`src/rtl/segdec_pkg.sv`:
```
package segdec_pkg;

  typedef enum logic [1:0] {
    MODE_KERNEL = 2'b00,
    MODE_SUPER  = 2'b01,
    MODE_USER   = 2'b10,
    MODE_RSVD   = 2'b11
  } privMode_e;

  typedef enum logic [2:0] {
    SEG_LOW,
    SEG_KWIN0,
    SEG_KWIN1,
    SEG_SUPMAP,
    SEG_KMAP
  } seg_e;

  // strobes from control to datapath
  typedef struct packed {
    logic takeIdentity;
    logic takeWindow;
    logic takeMapped;
    logic takeError;
    logic errIsStore;
  } ctrlStrobe_t;

endpackage

```
`src/rtl/segdec_ctrl.sv`:
```
module segdec_ctrl
  import segdec_pkg::*;
#(
  parameter int SEG_W = 3
) (
  input  logic             clk,
  input  logic             rstN,
  input  logic             reqValid,
  input  logic [SEG_W-1:0] segBits,
  input  logic [1:0]       privMode,
  input  logic             errLevel,
  input  logic             isWrite,
  output ctrlStrobe_t      strobes,
  output logic             physValid,
  output logic             tlbReq,
  output logic             addrErrLoad,
  output logic             addrErrStore
);

  seg_e seg;
  logic isKernel;
  logic isSuper;

  // top bits pick the segment: 0xx low, 100/101 windows, 110, 111
  always_comb begin
    if (!segBits[SEG_W-1])                  seg = SEG_LOW;
    else if (segBits[SEG_W-2:0] == 2'b00)   seg = SEG_KWIN0;
    else if (segBits[SEG_W-2:0] == 2'b01)   seg = SEG_KWIN1;
    else if (segBits[SEG_W-2:0] == 2'b10)   seg = SEG_SUPMAP;
    else                                    seg = SEG_KMAP;
  end

  assign isKernel = (privMode == MODE_KERNEL);
  assign isSuper  = (privMode == MODE_SUPER);

  always_comb begin
    strobes = '0;
    strobes.errIsStore = isWrite;
    if (reqValid) begin
      unique case (seg)
        SEG_LOW: begin
          if (errLevel) strobes.takeIdentity = 1'b1;
          else          strobes.takeMapped   = 1'b1;
        end
        SEG_KWIN0, SEG_KWIN1: begin
          if (isKernel) strobes.takeWindow = 1'b1;
          else          strobes.takeError  = 1'b1;
        end
        SEG_SUPMAP: begin
          if (isKernel || isSuper) strobes.takeMapped = 1'b1;
          else                     strobes.takeError  = 1'b1;
        end
        default: begin
          if (isKernel) strobes.takeMapped = 1'b1;
          else          strobes.takeError  = 1'b1;
        end
      endcase
    end
  end

  always_ff @(posedge clk or negedge rstN) begin
    if (!rstN) begin
      physValid    <= 1'b0;
      tlbReq       <= 1'b0;
      addrErrLoad  <= 1'b0;
      addrErrStore <= 1'b0;
    end else begin
      physValid    <= strobes.takeIdentity | strobes.takeWindow;
      tlbReq       <= strobes.takeMapped;
      addrErrLoad  <= strobes.takeError & ~strobes.errIsStore;
      addrErrStore <= strobes.takeError & strobes.errIsStore;
    end
  end

endmodule

```
`src/rtl/segdec_datapath.sv`:
```
module segdec_datapath
  import segdec_pkg::*;
#(
  parameter int ADDR_W = 32,
  parameter int SEG_W  = 3
) (
  input  logic              clk,
  input  logic              rstN,
  input  logic [ADDR_W-1:0] vaddr,
  input  ctrlStrobe_t       strobes,
  output logic [ADDR_W-1:0] physAddr
);

  localparam int OFS_W = ADDR_W - SEG_W;

  logic [ADDR_W-1:0] windowAddr;
  logic [ADDR_W-1:0] nextAddr;

  // both kernel windows fold onto the bottom of physical space
  assign windowAddr = {{SEG_W{1'b0}}, vaddr[OFS_W-1:0]};

  always_comb begin
    nextAddr = '0;
    if (strobes.takeIdentity)    nextAddr = vaddr;
    else if (strobes.takeWindow) nextAddr = windowAddr;
  end

  always_ff @(posedge clk or negedge rstN) begin
    if (!rstN) physAddr <= '0;
    else       physAddr <= nextAddr;
  end

endmodule

```
`src/rtl/addr_seg_decoder.sv`:
```
module addr_seg_decoder
  import segdec_pkg::*;
#(
  parameter int ADDR_W = 32
) (
  input  logic              clk,
  input  logic              rstN,
  input  logic              reqValid,
  input  logic [ADDR_W-1:0] vaddr,
  input  logic [1:0]        privMode,
  input  logic              errLevel,
  input  logic              isWrite,
  output logic [ADDR_W-1:0] physAddr,
  output logic              physValid,
  output logic              tlbReq,
  output logic              addrErrLoad,
  output logic              addrErrStore
);

  localparam int SEG_W = 3;

  ctrlStrobe_t strobes;

  segdec_ctrl #(.SEG_W(SEG_W)) uCtrl (
    .clk          (clk),
    .rstN         (rstN),
    .reqValid     (reqValid),
    .segBits      (vaddr[ADDR_W-1 -: SEG_W]),
    .privMode     (privMode),
    .errLevel     (errLevel),
    .isWrite      (isWrite),
    .strobes      (strobes),
    .physValid    (physValid),
    .tlbReq       (tlbReq),
    .addrErrLoad  (addrErrLoad),
    .addrErrStore (addrErrStore)
  );

  segdec_datapath #(.ADDR_W(ADDR_W), .SEG_W(SEG_W)) uData (
    .clk      (clk),
    .rstN     (rstN),
    .vaddr    (vaddr),
    .strobes  (strobes),
    .physAddr (physAddr)
  );

endmodule

```
`config.mk`:
```
export PLATFORM = sky130hd
export DESIGN_NAME = addr_seg_decoder
export DESIGN_NICKNAME = d
export VERILOG_FILES = /design/src/rtl/segdec_pkg.sv /design/src/rtl/segdec_ctrl.sv /design/src/rtl/segdec_datapath.sv /design/src/rtl/addr_seg_decoder.sv
export SDC_FILE = /design/constraint.sdc
export NUM_CORES = 1
export LEC_CHECK = 0
export BUFFER_PORTS_ARGS = -buffer_cell sky130_fd_sc_hd__buf_2
export CAP_MARGIN = 30
export CORE_MARGIN = 5
export CORE_UTILIZATION = 40
export DETAILED_ROUTE_END_ITERATION = 8
export HOLD_SLACK_MARGIN = 0.08
export PLACE_DENSITY = 0.75
export SETUP_SLACK_MARGIN = 0.1
export SKIP_CTS_REPAIR_TIMING = 1
export SYNTH_ARGS = -nofsm -noshare
export SYNTH_HDL_FRONTEND = slang
export SYNTH_SLANG_ARGS = --single-unit
```
`constraint.sdc`:
```
create_clock -name clk -period 0.8 [get_ports clk]
set_input_delay 0.16 -clock clk [delete_from_list [all_inputs] [get_ports clk]]
set_output_delay 0.16 -clock clk [all_outputs]
set_load 0.02 [all_outputs]
```
; After elaboration in Yosys (flattened, before gate mapping)
; Cells that the tools add are included.
[totals]
wordCells = 37
ramBits = 0
ff_bits = 36
rom_bits = 0
n_memories = 0
latch_bits = 0
[op_classes]
n_bitwise = 4
reduce_logical = 5
n_shift = 0
addsub = 0
n_mux = 17
multipliers = 0
div_mod_pow = 0
order_cmp = 0
eq_ne = 6
[op_table]
columns = op, count
row1 = $mux 32, 1
row2 = $mux 29, 1
row3 = $mux 3, 4
row4 = $mux 1, 8
row5 = $eq 3x2->1 const B, 2
row6 = $eq 2x1->1 const B, 2
row7 = $logic_not 2->1, 2
row8 = $mux 4, 1
row9 = $eq 3x1->1 const B, 1
row10 = $logic_not 3->1, 1
row11 = $pmux 1 s3, 1
row12 = $and 1x1->1, 2
row13 = $eq 2x2->1 const B, 1
row14 = $pmux 1 s2, 1
row15 = $reduce_or 2->1, 1
row16 = $logic_or 1x1->1, 1
row17 = $not 1->1, 1
row18 = $or 1x1->1, 1

; Logic depth before layout (Yosys ltp)
; Gate-level depths: netlist of the first run.
[depth]
word_depth = 11
mapped_depth = 6
ltp_nobuf = 5

; By module
; Synthesis of the first run repeated with hierarchy kept, for this count alone.
[unflattened]
hier_cells = 99
hier_area_um2 = 1353.8
[modules_own_cells]
columns = mod, cells_each, seq_area_each_um2, n_inst, area_per_inst_um2
row1 = segdec_datapath, 70, 800.8, 1, 1079.8
row2 = segdec_ctrl, 29, 100.1, 1, 274.0

; Worst setup path before layout of the first run
; No wires, ideal clock.
[synth_path]
kind = input-to-reg
startpoint = input port vaddr[29]
endpoint = register uData.physAddr[0]
slack_ns = -0.502
arrival_ns = 1.173
setup_time_ns = 0.129
required_ns = 0.671
path_buffers = 1
path_stages = 6
path_cell_list = inv_1 > ha_1 > nor3b_2 > o2111ai_2 > buf_6 > a21boi_2
[synth_between]
elab_chain_len = 11
elab_cells_between_ends = 16
cone_classes = eq/ne: 4 / mux: 9 / reduce/logical: 3
[synth_rtl]
columns = element, line
row1 = "start, declared", addr_seg_decoder.sv:9  ; input logic [ADDR_W-1:0] vaddr,
row2 = $eq 2x2->1, segdec_ctrl.sv:29  ; else if (segBits[SEG_W-2:0] == 2'b10) seg = SEG_SUPMAP;
row3 = $mux 3, segdec_ctrl.sv:29
row4 = $mux 3, segdec_ctrl.sv:28  ; else if (segBits[SEG_W-2:0] == 2'b01) seg = SEG_KWIN1;
row5 = $mux 3 *, segdec_ctrl.sv:27  ; else if (segBits[SEG_W-2:0] == 2'b00) seg = SEG_KWIN0;
row6 = $mux 3 *, segdec_ctrl.sv:26  ; if (!segBits[SEG_W-1]) seg = SEG_LOW;
row7 = $eq 3x1->1 / $eq 3x2->1 (equally long branches), segdec_ctrl.sv:40  ; unique case (seg)
row8 = $reduce_or 2->1, segdec_ctrl.sv:40
row9 = $mux 1, segdec_ctrl.sv:40
row10 = $mux 4 *, segdec_ctrl.sv:39  ; if (reqValid) begin
row11 = $mux 29, segdec_datapath.sv:25  ; else if (strobes.takeWindow) nextAddr = windowAddr;
row12 = $mux 32 *, segdec_datapath.sv:24  ; if (strobes.takeIdentity) nextAddr = vaddr;
row13 = named net uData.nextAddr[0], segdec_datapath.sv:17  ; logic [ADDR_W-1:0] nextAddr;
row14 = "end signal, assigned", segdec_datapath.sv:30  ; else physAddr <= nextAddr;
row15 = "end, declared", segdec_datapath.sv:11  ; output logic [ADDR_W-1:0] physAddr
; The timed path passes the listed nets; every way through them passes the cells marked *.

; Final worst setup path of the first run
[layout_path]
startpoint = input port vaddr[29]
endpoint = register uData.physAddr[20]
; The elaborated chain is that of the path after synthesis.

==> metrics.txt, run 1 <==
violated checks setup timing; via total after detailed routing 1094; synthesis-stage register bit count 36; area of the die 5000 sq um; worst setup slack before clock tree synthesis -0.706 ns; clock tree root buffer cell sky130_fd_sc_hd__clkbuf_8; fraction of the yosys area taken by sequential cells 0.611; type of the tightest min-delay check input pin to flip-flop; Worst Slack Setup Final -0.354 ns; final-stage net count 229; run status finished, violations left; crit share post-route 1.44; crit path max fanout 8; Core Box Area 3610 sq um; clock sink count 36; gpl congestion 0.758; final-layout fill cell count 262; Clock transition at path regs 0.08 ns; number of H-tree levels 2; leakage power total 1.23 nW; Num CTS Buffers 5; Post-synth EDFFs 0; routed metal-1 wirelength 1520 um; total global-route track usage 0.138; synth-to-layout area growth 70.1%; PwrDens 1670 nW/um^2; antenna violation net count after detailed routing 0; number of buffers on the longest clock path 2; initial cell density of the core 0.409; total setup violations reported at the end of the flow 69; clock tree from TritonCTS done; vertical die dimension 70.7 um; element type at the critical path start input pin; FMAX 867 MHz; Synth Warn # 0; DPL Wire Length 2530 um; number of distinct standard cells referenced by the synthesized netlist 21; top cells by area in the synthesized netlist sky130_fd_sc_hd__dfrtp_1 61%, sky130_fd_sc_hd__a21boi_2 22%, sky130_fd_sc_hd__ha_1 2.5%, sky130_fd_sc_hd__buf_6 2.3%, sky130_fd_sc_hd__nor3b_2 1.7%; sort of element at the end of the critical path flip-flop; crit path DAT 1.36 ns; post-route DRC violation count 0; Pwr Total 0.00419 W; Via density 4.64; number of antenna violations at the first check in global routing 0; number of design-rule violations left by the first detailed-router iteration 60; width of the die 70.7 um; required time at the worst-slack endpoint 1.01 ns; top layer in use met4; final number of max-transition violations 0; max-capacitance violation count 0; detailed route wirelength on metal2 1820 um; most instantiated library cell after synthesis sky130_fd_sc_hd__dfrtp_1; Total Routed Length 3720 um; metal3 WL 339 um; Routed WL per cell 15.8 um; row count 22; share of layout cells above drive strength 1 0.729; area of the multi-input gates 583 sq um; setup repair after global routing missed its margin yes; Mapped Area 1480 sq um; worst voltage drop across the vdd grid 0.000939 V; via count of the first global-routing pass 1177; total of buffers placed on input and output ports 74; Yosys top cell area share 0.611; global route overflow 0; share of synthesized flip-flops with an asynchronous set or reset 1.00; biggest area consumer among synthesized cells sky130_fd_sc_hd__dfrtp_1; global-route wire length before repair 5460 um; shortest period the worst path allows 1.15 ns; category of the critical setup timing path input pin to flip-flop; post-synthesis area per instance 15.1 sq um; pin count of the biggest net entering global routing 37; antenna diode count 0; total nets after synthesis 140; dominant register cell in the synthesized netlist sky130_fd_sc_hd__dfrtp_1; top post-synthesis cells by count 36 x sky130_fd_sc_hd__dfrtp_1, 29 x sky130_fd_sc_hd__a21boi_2, 4 x sky130_fd_sc_hd__nor2_1; TritonRoute pass-1 iters 2; IO Pins 75; total count of hold-check failures in the final report 0; Post-Syn Instances 98; combined flip-flop and latch cell area 901 sq um
state kept, by name, indices dropped and copies added, names as in the netlist:
name                cells
uCtrl.addrErrLoad       1
uData.physAddr         32
uCtrl.addrErrStore      1
uCtrl.tlbReq            1
uCtrl.physValid         1
cell usage in the layout, fill, tap and decap left out, types with 2 or more instances in the layout:
master / instances
sky130_fd_sc_hd__buf_6: 36
sky130_fd_sc_hd__nand2_1: 2
sky130_fd_sc_hd__inv_12: 2
sky130_fd_sc_hd__dfrtp_1: 36
sky130_fd_sc_hd__clkbuf_16: 2
sky130_fd_sc_hd__ha_2: 2
sky130_fd_sc_hd__buf_12: 6
sky130_fd_sc_hd__clkbuf_8: 5
sky130_fd_sc_hd__nor2_1: 4
sky130_fd_sc_hd__buf_4: 7
sky130_fd_sc_hd__buf_2: 36
sky130_fd_sc_hd__a21boi_2: 29
cell families (layout without fill, tap and decap cells):
logic type	after synthesis	after routing	share of synthesized area
AO/OA/AOI/OAI	34	34	0.253
adder cells (fa/ha/maj)	3	3	0.0254
flip-flops	36	36	0.611
other	1	1	0.00254
buffers and inverters	9	99	0.0407
AND/OR/NAND/NOR	15	15	0.0679
final cells by class:
type	instances	area share
multi-input cells	53	0.232
well taps	48	0.0239
flip-flops and latches	36	0.359
clock buffers	5	0.0274
inverters	3	0.0145
repair buffers	88	0.326
clock inverters	3	0.0169
layer usage:
layer,up-vias,track usage
li1,512,-
met1,521,0.165
met2,57,0.216
met3,4,0.0511
met4,0,0.0710
met5,-,0
critical path, stage by stage:
cell and delay, ns:
sky130_fd_sc_hd__buf_12 0.09, sky130_fd_sc_hd__inv_12 0.03, sky130_fd_sc_hd__ha_4 0.25, sky130_fd_sc_hd__nor3b_4 0.21, sky130_fd_sc_hd__o2111ai_4 0.23, sky130_fd_sc_hd__clkbuf_16 0.25
sky130_fd_sc_hd__a21boi_2 0.13
per-stage QoR:
step                       util  cell area [sq um]  std cells  setup TNS (ns)  hold WS, ns
after global routing      0.696               2510        236          -17.70       0.0297
after global placement    0.568               2050        225          -20.68        0.132
final                     0.696               2510        236          -15.63       0.0402
after detailed placement  0.568               2050        225          -22.38        0.135
after CTS                 0.599               2160        233          -18.21       -0.171
after floorplan               -               1530         98          -12.16       -0.136
report_power, final:
part / internal, W / switching (W) / leakage [nW]
combinational: 0.000389 / 0.000325 / 0.683
sequential: 0.00188 / 0.0000306 / 0.489
clock: 0.000922 / 0.000641 / 0.0541
worst paths after layout:
check                      cells past startpoint      start                            to
min in group asynchronous                      3       rstN   uCtrl.addrErrLoad$_DFF_PN0_
worst min-delay path                           2    isWrite   uCtrl.addrErrLoad$_DFF_PN0_
worst max-delay path                           7  vaddr[29]  uData.physAddr[20]$_DFF_PN0_
max in group asynchronous                      3       rstN  uData.physAddr[26]$_DFF_PN0_
Power figures use the tool's default switching activity.
==> run 2, diff against run 1 <==
--- a/config.mk
+++ b/config.mk
@@ -5,13 +5,14 @@
 export SDC_FILE = /design/constraint.sdc
 export NUM_CORES = 1
 export LEC_CHECK = 0
+export ABC_AREA = 1
 export BUFFER_PORTS_ARGS = -buffer_cell sky130_fd_sc_hd__buf_2
 export CAP_MARGIN = 30
 export CORE_MARGIN = 5
 export CORE_UTILIZATION = 40
 export DETAILED_ROUTE_END_ITERATION = 8
 export HOLD_SLACK_MARGIN = 0.08
-export PLACE_DENSITY = 0.75
+export PLACE_DENSITY = 0.74
 export SETUP_SLACK_MARGIN = 0.1
 export SKIP_CTS_REPAIR_TIMING = 1
 export SYNTH_ARGS = -nofsm -noshare
==> metrics.txt, run 2 <==
crit share post-route 1.27 (-0.173); synth-to-layout area growth 71.1%; dominant register cell in the synthesized netlist sky130_fd_sc_hd__dfrtp_1; final number of max-transition violations 0 (unchanged); gpl congestion 0.812 (+7.2%); total global-route track usage 0.142 (+0.00457); share of layout cells above drive strength 1 0.447 (-0.282); Total Routed Length 4170 um (+12%); Core Box Area 3690 sq um (+2.3%); share of synthesized flip-flops with an asynchronous set or reset 1.00 (unchanged); most instantiated library cell after synthesis sky130_fd_sc_hd__nand2_1; total count of hold-check failures in the final report 0 (unchanged); max FFs per register 32 (unchanged); Pwr Total 0.00411 W (-1.8%); number of H-tree levels 2 (unchanged); CP peak stage delay 0.27 ns (+0.02 ns); antenna diode count 0 (unchanged); Reg with most FFs uData.physAddr; most frequent standard cell in the layout excluding fill and tap cells sky130_fd_sc_hd__nand2_1; final-stage net count 314 (+37%); type of the tightest min-delay check input pin to flip-flop; initial cell density of the core 0.416 (+0.00644); crit path max fanout 7 (-1); crit path DAT 1.23 ns (-0.13 ns); Synth Warn # 0 (unchanged); clock sink count 36 (unchanged); Post-Syn Instances 182 (+86%); post-route DRC violation count 0 (unchanged); area share of fa/ha/maj cells after synthesis 0.0245 (-0.000955); Post-synth EDFFs 0 (unchanged); Mapped Area 1530 sq um (+3.9%); post-place instance area 2130 sq um (+4.0%); pin count of the biggest net entering global routing 37 (unchanged); XOR/XNOR Fraction of Synth Area 0 (unchanged); simple-gate share of the synthesized area 0.324 (+0.256); synthesis-stage register bit count 36 (unchanged); global-route wire length before repair 5730 um (+4.9%); startpoint of the most critical hold path vaddr[16]; antenna violation net count after detailed routing 0 (unchanged); DPL Wire Length 2660 um (+5.1%); summed area of non-filler cells in the final layout 2620 sq um (+4.5%); Crit. Startpoint vaddr[29]; clock tree from TritonCTS done; proportion of synthesized area in mux cells 0 (unchanged); post-synthesis area per instance 8.42 sq um (-44%); sort of element at the end of the critical path flip-flop; setup repair after global routing missed its margin yes; Routed WL per cell 13.0 um (-18%); worst voltage drop across the vdd grid 0.000812 V (-14%); Via density 4.64 (+0.20%); clock tree root buffer cell sky130_fd_sc_hd__clkbuf_8; number of antenna violations at the first check in global routing 0 (unchanged); biggest area consumer among synthesized cells sky130_fd_sc_hd__dfrtp_1; series of cell instances along the critical path buf_12 > inv_12 > ha_4 > nand3_4 > o21ai_4 > clkbuf_16 > nand3_1 > nand2_1; shortest period the worst path allows 1.02 ns (-0.139 ns); Clock transition at path regs 0.07 ns (about the same); fraction of the yosys area taken by sequential cells 0.588 (-0.0229); via total after detailed routing 1491 (+36%); number of distinct standard cells referenced by the synthesized netlist 13 (-38%); Total Neg Setup Slack -11.31 ns (+4.32 ns); most used cells in the layout excluding fill and tap cells 68 x sky130_fd_sc_hd__nand2_1, 37 x sky130_fd_sc_hd__buf_2, 36 x sky130_fd_sc_hd__buf_6, 36 x sky130_fd_sc_hd__dfrtp_1, 25 x sky130_fd_sc_hd__nand3_1; violated checks setup timing; leakage power total 1.44 nW (+17%); Worst Slack Setup Final -0.215 ns (+0.139 ns); main combinational cell family by area after synthesis simple AND/OR/NAND/NOR gates; required time at the worst-slack endpoint 1.02 ns (about the same); element type at the critical path start input pin; highest-delay cell along the critical path sky130_fd_sc_hd__ha_4; IO Pins 75 (unchanged); global route overflow 0 (unchanged); Num CTS Buffers 5 (unchanged); via count of the first global-routing pass 1298 (+10%); number of design-rule violations left by the first detailed-router iteration 69 (+15%); total of buffers placed on input and output ports 74 (unchanged); total nets after synthesis 224 (+60%); number of buffers on the longest clock path 2 (unchanged); TritonRoute pass-1 iters 4 (+2); max-capacitance violation count 0 (unchanged); Yosys top cell area share 0.588 (-0.0229); total setup violations reported at the end of the flow 69 (unchanged); vertical die dimension 71.9 um (+1.7%); top post-synthesis cells by count 72 x sky130_fd_sc_hd__nand2_1, 36 x sky130_fd_sc_hd__dfrtp_1, 32 x sky130_fd_sc_hd__nand3_1; run status finished, violations left; FMAX 985 MHz (+14%); area of the die 5170 sq um (+3.3%); category of the critical setup timing path input pin to flip-flop; final-layout fill cell count 274 (+4.6%); PwrDens 1570 nW/um^2 (-6.1%); Compound-Gate Fraction of Synth Area 0.00653 (-0.246); width of the die 71.9 um (+1.7%); row count 22 (unchanged); top cells by area in the synthesized netlist sky130_fd_sc_hd__dfrtp_1 59%, sky130_fd_sc_hd__nand2_1 18%, sky130_fd_sc_hd__nand3_1 10%, sky130_fd_sc_hd__nor2_1 3.2%, sky130_fd_sc_hd__inv_1 2.7%
## run 2: cell types whose count changed after synthesis, sizes merged, moves of 8 or more
cell	previous run	this run
a21boi	29	0
nand2	2	72
nor2	4	13
inv	3	11
nand3	0	32
## run 2: worst paths after layout
path | endpoint | slack, ns | cells after the start
max | uData.physAddr[27]$_DFF_PN0_ | -0.22 | 8
min | uData.physAddr[16]$_DFF_PN0_ | 0.09 | 3
max in group asynchronous | uData.physAddr[28]$_DFF_PN0_ | 0.24 | 3
min in group asynchronous | uData.physAddr[10]$_DFF_PN0_ | 0.37 | 3
## run 2: through the flow
step	util	setup WS, ns	std cells	hold slack [ns]
after floorplan	-	-0.234	182	-0.136
after global placement	0.578	-0.500	305	0.134
after detailed placement	0.578	-0.543	305	0.134
after CTS	0.603	-0.248	313	-0.165
after global routing	0.711	-0.276	321	0.0894
final	0.711	-0.215	321	0.0892
## run 2: per-layer routing
metal | track usage | share of wire
met1 | 0.159 | 0.36
met2 | 0.243 | 0.55
met5 | 0 | 0
met4 | 0.0752 | 0.024
met3 | 0.0429 | 0.067
## run 2: cells by family after synthesis
group	count (synthesis)
flops	36
fa+ha+maj	3
buf+inv	20
compound gates	2
simple gates	120
other cells	1
## run 2: where the power goes
part | internal, W | switching, W | total [W] | leakage [nW]
Sequential | 0.00189 | 0.0000326 | 0.00192 | 0.489
Clock | 0.000699 | 0.000613 | 0.00131 | 0.0445
Combinational | 0.000431 | 0.000451 | 0.000882 | 0.904
Total | 0.00302 | 0.00110 | 0.00411 | 1.44
## run 2: critical path, delay by kind of cell
kind | cells | cell delay (ns)
compound gates | 1 | 0.26
buf+inv | 3 | 0.34
simple gates | 3 | 0.21
fa+ha+maj | 1 | 0.27
## run 2: layout make-up
type	instances	area, sq um	share of cell area
Multi-Input combinational cell	126	663	0.253
Timing Repair Buffer	92	843	0.322
Clock buffer	7	86.3	0.0329
Tap cell	48	60.1	0.0229
Clock inverter	1	7.51	0.00286
Sequential cell	36	901	0.344
Inverter	11	61.3	0.0234
==> run 3, diff against run 2 <==
--- a/config.mk
+++ b/config.mk
@@ -7,14 +7,14 @@
 export LEC_CHECK = 0
 export ABC_AREA = 1
 export BUFFER_PORTS_ARGS = -buffer_cell sky130_fd_sc_hd__buf_2
-export CAP_MARGIN = 30
 export CORE_MARGIN = 5
-export CORE_UTILIZATION = 40
+export CORE_UTILIZATION = 45
 export DETAILED_ROUTE_END_ITERATION = 8
 export HOLD_SLACK_MARGIN = 0.08
-export PLACE_DENSITY = 0.74
+export PLACE_DENSITY = 0.81
 export SETUP_SLACK_MARGIN = 0.1
 export SKIP_CTS_REPAIR_TIMING = 1
 export SYNTH_ARGS = -nofsm -noshare
 export SYNTH_HDL_FRONTEND = slang
 export SYNTH_SLANG_ARGS = --single-unit
+export TNS_END_PERCENT = 50
==> metrics.txt, run 3 (synthesis gave the netlist of run 2 again) <==
run status finished, violations left; violated checks setup timing; share of layout cells above drive strength 1 0.427 (-0.0203); Crit. Startpoint uData.physAddr[4]$_DFF_PN0_; Hold EP uData.physAddr[13]$_DFF_PN0_; antenna violation net count after detailed routing 0 (unchanged); switching power as a share of total power 0.245 (-0.0215); PwrDens 1740 nW/um^2 (+11%); most frequent standard cell in the layout excluding fill and tap cells sky130_fd_sc_hd__nand2_1; FMAX 914 MHz (-7.2%); crit share post-route 1.37 (+0.0984); number of H-tree levels 2 (unchanged); crit path max fanout 1 (-6); IO Pins 75 (unchanged); final-layout fill cell count 162 (-41%); post-route DRC violation count 0 (unchanged); worst setup slack before clock tree synthesis -0.539 ns (+0.00309 ns); clock tree root buffer cell sky130_fd_sc_hd__clkbuf_4; cell family with most CP delay flip-flops; crit path DAT 0.93 ns (-0.30 ns); leakage power total 1.50 nW (+4.6%); Via density 5.14 (+11%); total of buffers placed on input and output ports 74 (unchanged); Total Routed Length 5490 um (+32%); clock tree from TritonCTS done; via count of the first global-routing pass 1375 (+5.9%); Reg with most FFs uData.physAddr; highest-delay cell along the critical path sky130_fd_sc_hd__dfrtp_1; fraction of power consumed by sequential logic 0.402 (-0.065); max-capacitance violation count 0 (unchanged); sort of element at the end of the critical path output port; Inst Count DP 306 (+0.33%); Clk pwr share 0.408 (+0.089); number of design-rule violations left by the first detailed-router iteration 148 (+110%); count of cell instances traversed by the critical path 1 (-7); total count of hold-check failures in the final report 0 (unchanged); via total after detailed routing 1706 (+14%); part of the total power dissipated in combinational logic 0.191 (-0.023); row count 21 (-4.5%); hold path depth 3 (unchanged); vertical die dimension 68.4 um (-4.9%); global-route wire length before repair 5800 um (+1.1%); switching power 0.00117 W (+7.0%); width of the die 68.4 um (-4.9%); Total Neg Setup Slack -12.72 ns (-1.41 ns); number of buffers on the longest clock path 2 (unchanged); max FFs per register 32 (unchanged); Worst Slack Setup Final -0.294 ns (-0.0787 ns); shortest period the worst path allows 1.09 ns (+0.0787 ns); Num CTS Buffers 5 (unchanged); synth-to-layout area growth 79.9%; TritonRoute pass-1 iters 4 (unchanged); Internal Pwr Total 0.00362 W (+20%); clock sink count 36 (unchanged); Clock transition at path regs 0.12 ns (+0.05 ns); final-stage net count 327 (+4.1%); most used cells in the layout excluding fill and tap cells 71 x sky130_fd_sc_hd__nand2_1, 38 x sky130_fd_sc_hd__buf_2, 36 x sky130_fd_sc_hd__dfrtp_1, 34 x sky130_fd_sc_hd__buf_6, 19 x sky130_fd_sc_hd__nand3_1; required time at the worst-slack endpoint 0.64 ns (-0.38 ns); Pwr Total 0.00479 W (+16%); area of the die 4670 sq um (-9.6%); category of the critical setup timing path flip-flop to output port; gpl congestion 0.806 (-0.68%); buffer and inverter count on the worst path 1 (-2); DPL Wire Length 2680 um (+1.1%); antenna diode count 0 (unchanged); final number of max-transition violations 0 (unchanged); fin util 0.833 (+0.122); global route overflow 0 (unchanged); element type at the critical path start flip-flop; final cell count without fillers 332 (+3.4%); area of the multi-input gates 659 sq um (-0.57%); combined flip-flop and latch cell area 901 sq um (unchanged); total setup violations reported at the end of the flow 66 (-4.3%); type of the tightest min-delay check input pin to flip-flop; Routed WL per cell 16.5 um (+27%); Core Box Area 3310 sq um (-10%); worst voltage drop across the vdd grid 0.00159 V (+95%); series of cell instances along the critical path buf_6; CP peak stage delay 0.43 ns (+0.16 ns); total global-route track usage 0.169 (+0.0265); initial cell density of the core 0.463 (+0.0474); setup repair after global routing missed its margin yes; startpoint of the most critical hold path vaddr[13]; pin count of the biggest net entering global routing 31 (-16%); number of antenna violations at the first check in global routing 0 (unchanged)
==> run 3: worst max-delay path by stage <==
stage	end
final	physAddr[4]
after global routing	physAddr[4]
after CTS	physAddr[4]
after detailed placement	uData.physAddr[4]$_DFF_PN0_
after global placement	uData.physAddr[18]$_DFF_PN0_
after floorplan	uData.physAddr[10]$_DFF_PN0_
==> run 3: power by group through the flow <==
stage / sequential, W / clock, W / combinational, W
after detailed placement: 0.00194 / 0 / 0.000656
after global routing: 0.00193 / 0.00202 / 0.000977
after global placement: 0.00194 / 0 / 0.000645
final: 0.00192 / 0.00195 / 0.000912
after floorplan: 0.00203 / 0 / 0.000246
after CTS: 0.00190 / 0.00193 / 0.000659
==> run 3: layer usage <==
metal	track usage	wire (um)
met2	0.288	2990
met3	0.0509	417
met5	0	0
met4	0.0844	199
met1	0.190	1880
==> run 3: cell type report <==
type	count	share of cell area
multi-input cells	126	0.239
clock inverters	3	0.0327
flip-flops and latches	36	0.327
clock buffers	5	0.0136
repair buffers	105	0.346
inverters	11	0.0213
well taps	46	0.0209
==> run 3: metrics by stage <==
stage | area, sq um | hold slack [ns]
after detailed placement | 2130 | 0.0364
after floorplan | 1620 | -0.136
final | 2760 | 0.0425
after CTS | 2260 | -0.363
after global placement | 2130 | 0.0362
after global routing | 2760 | 0.0270
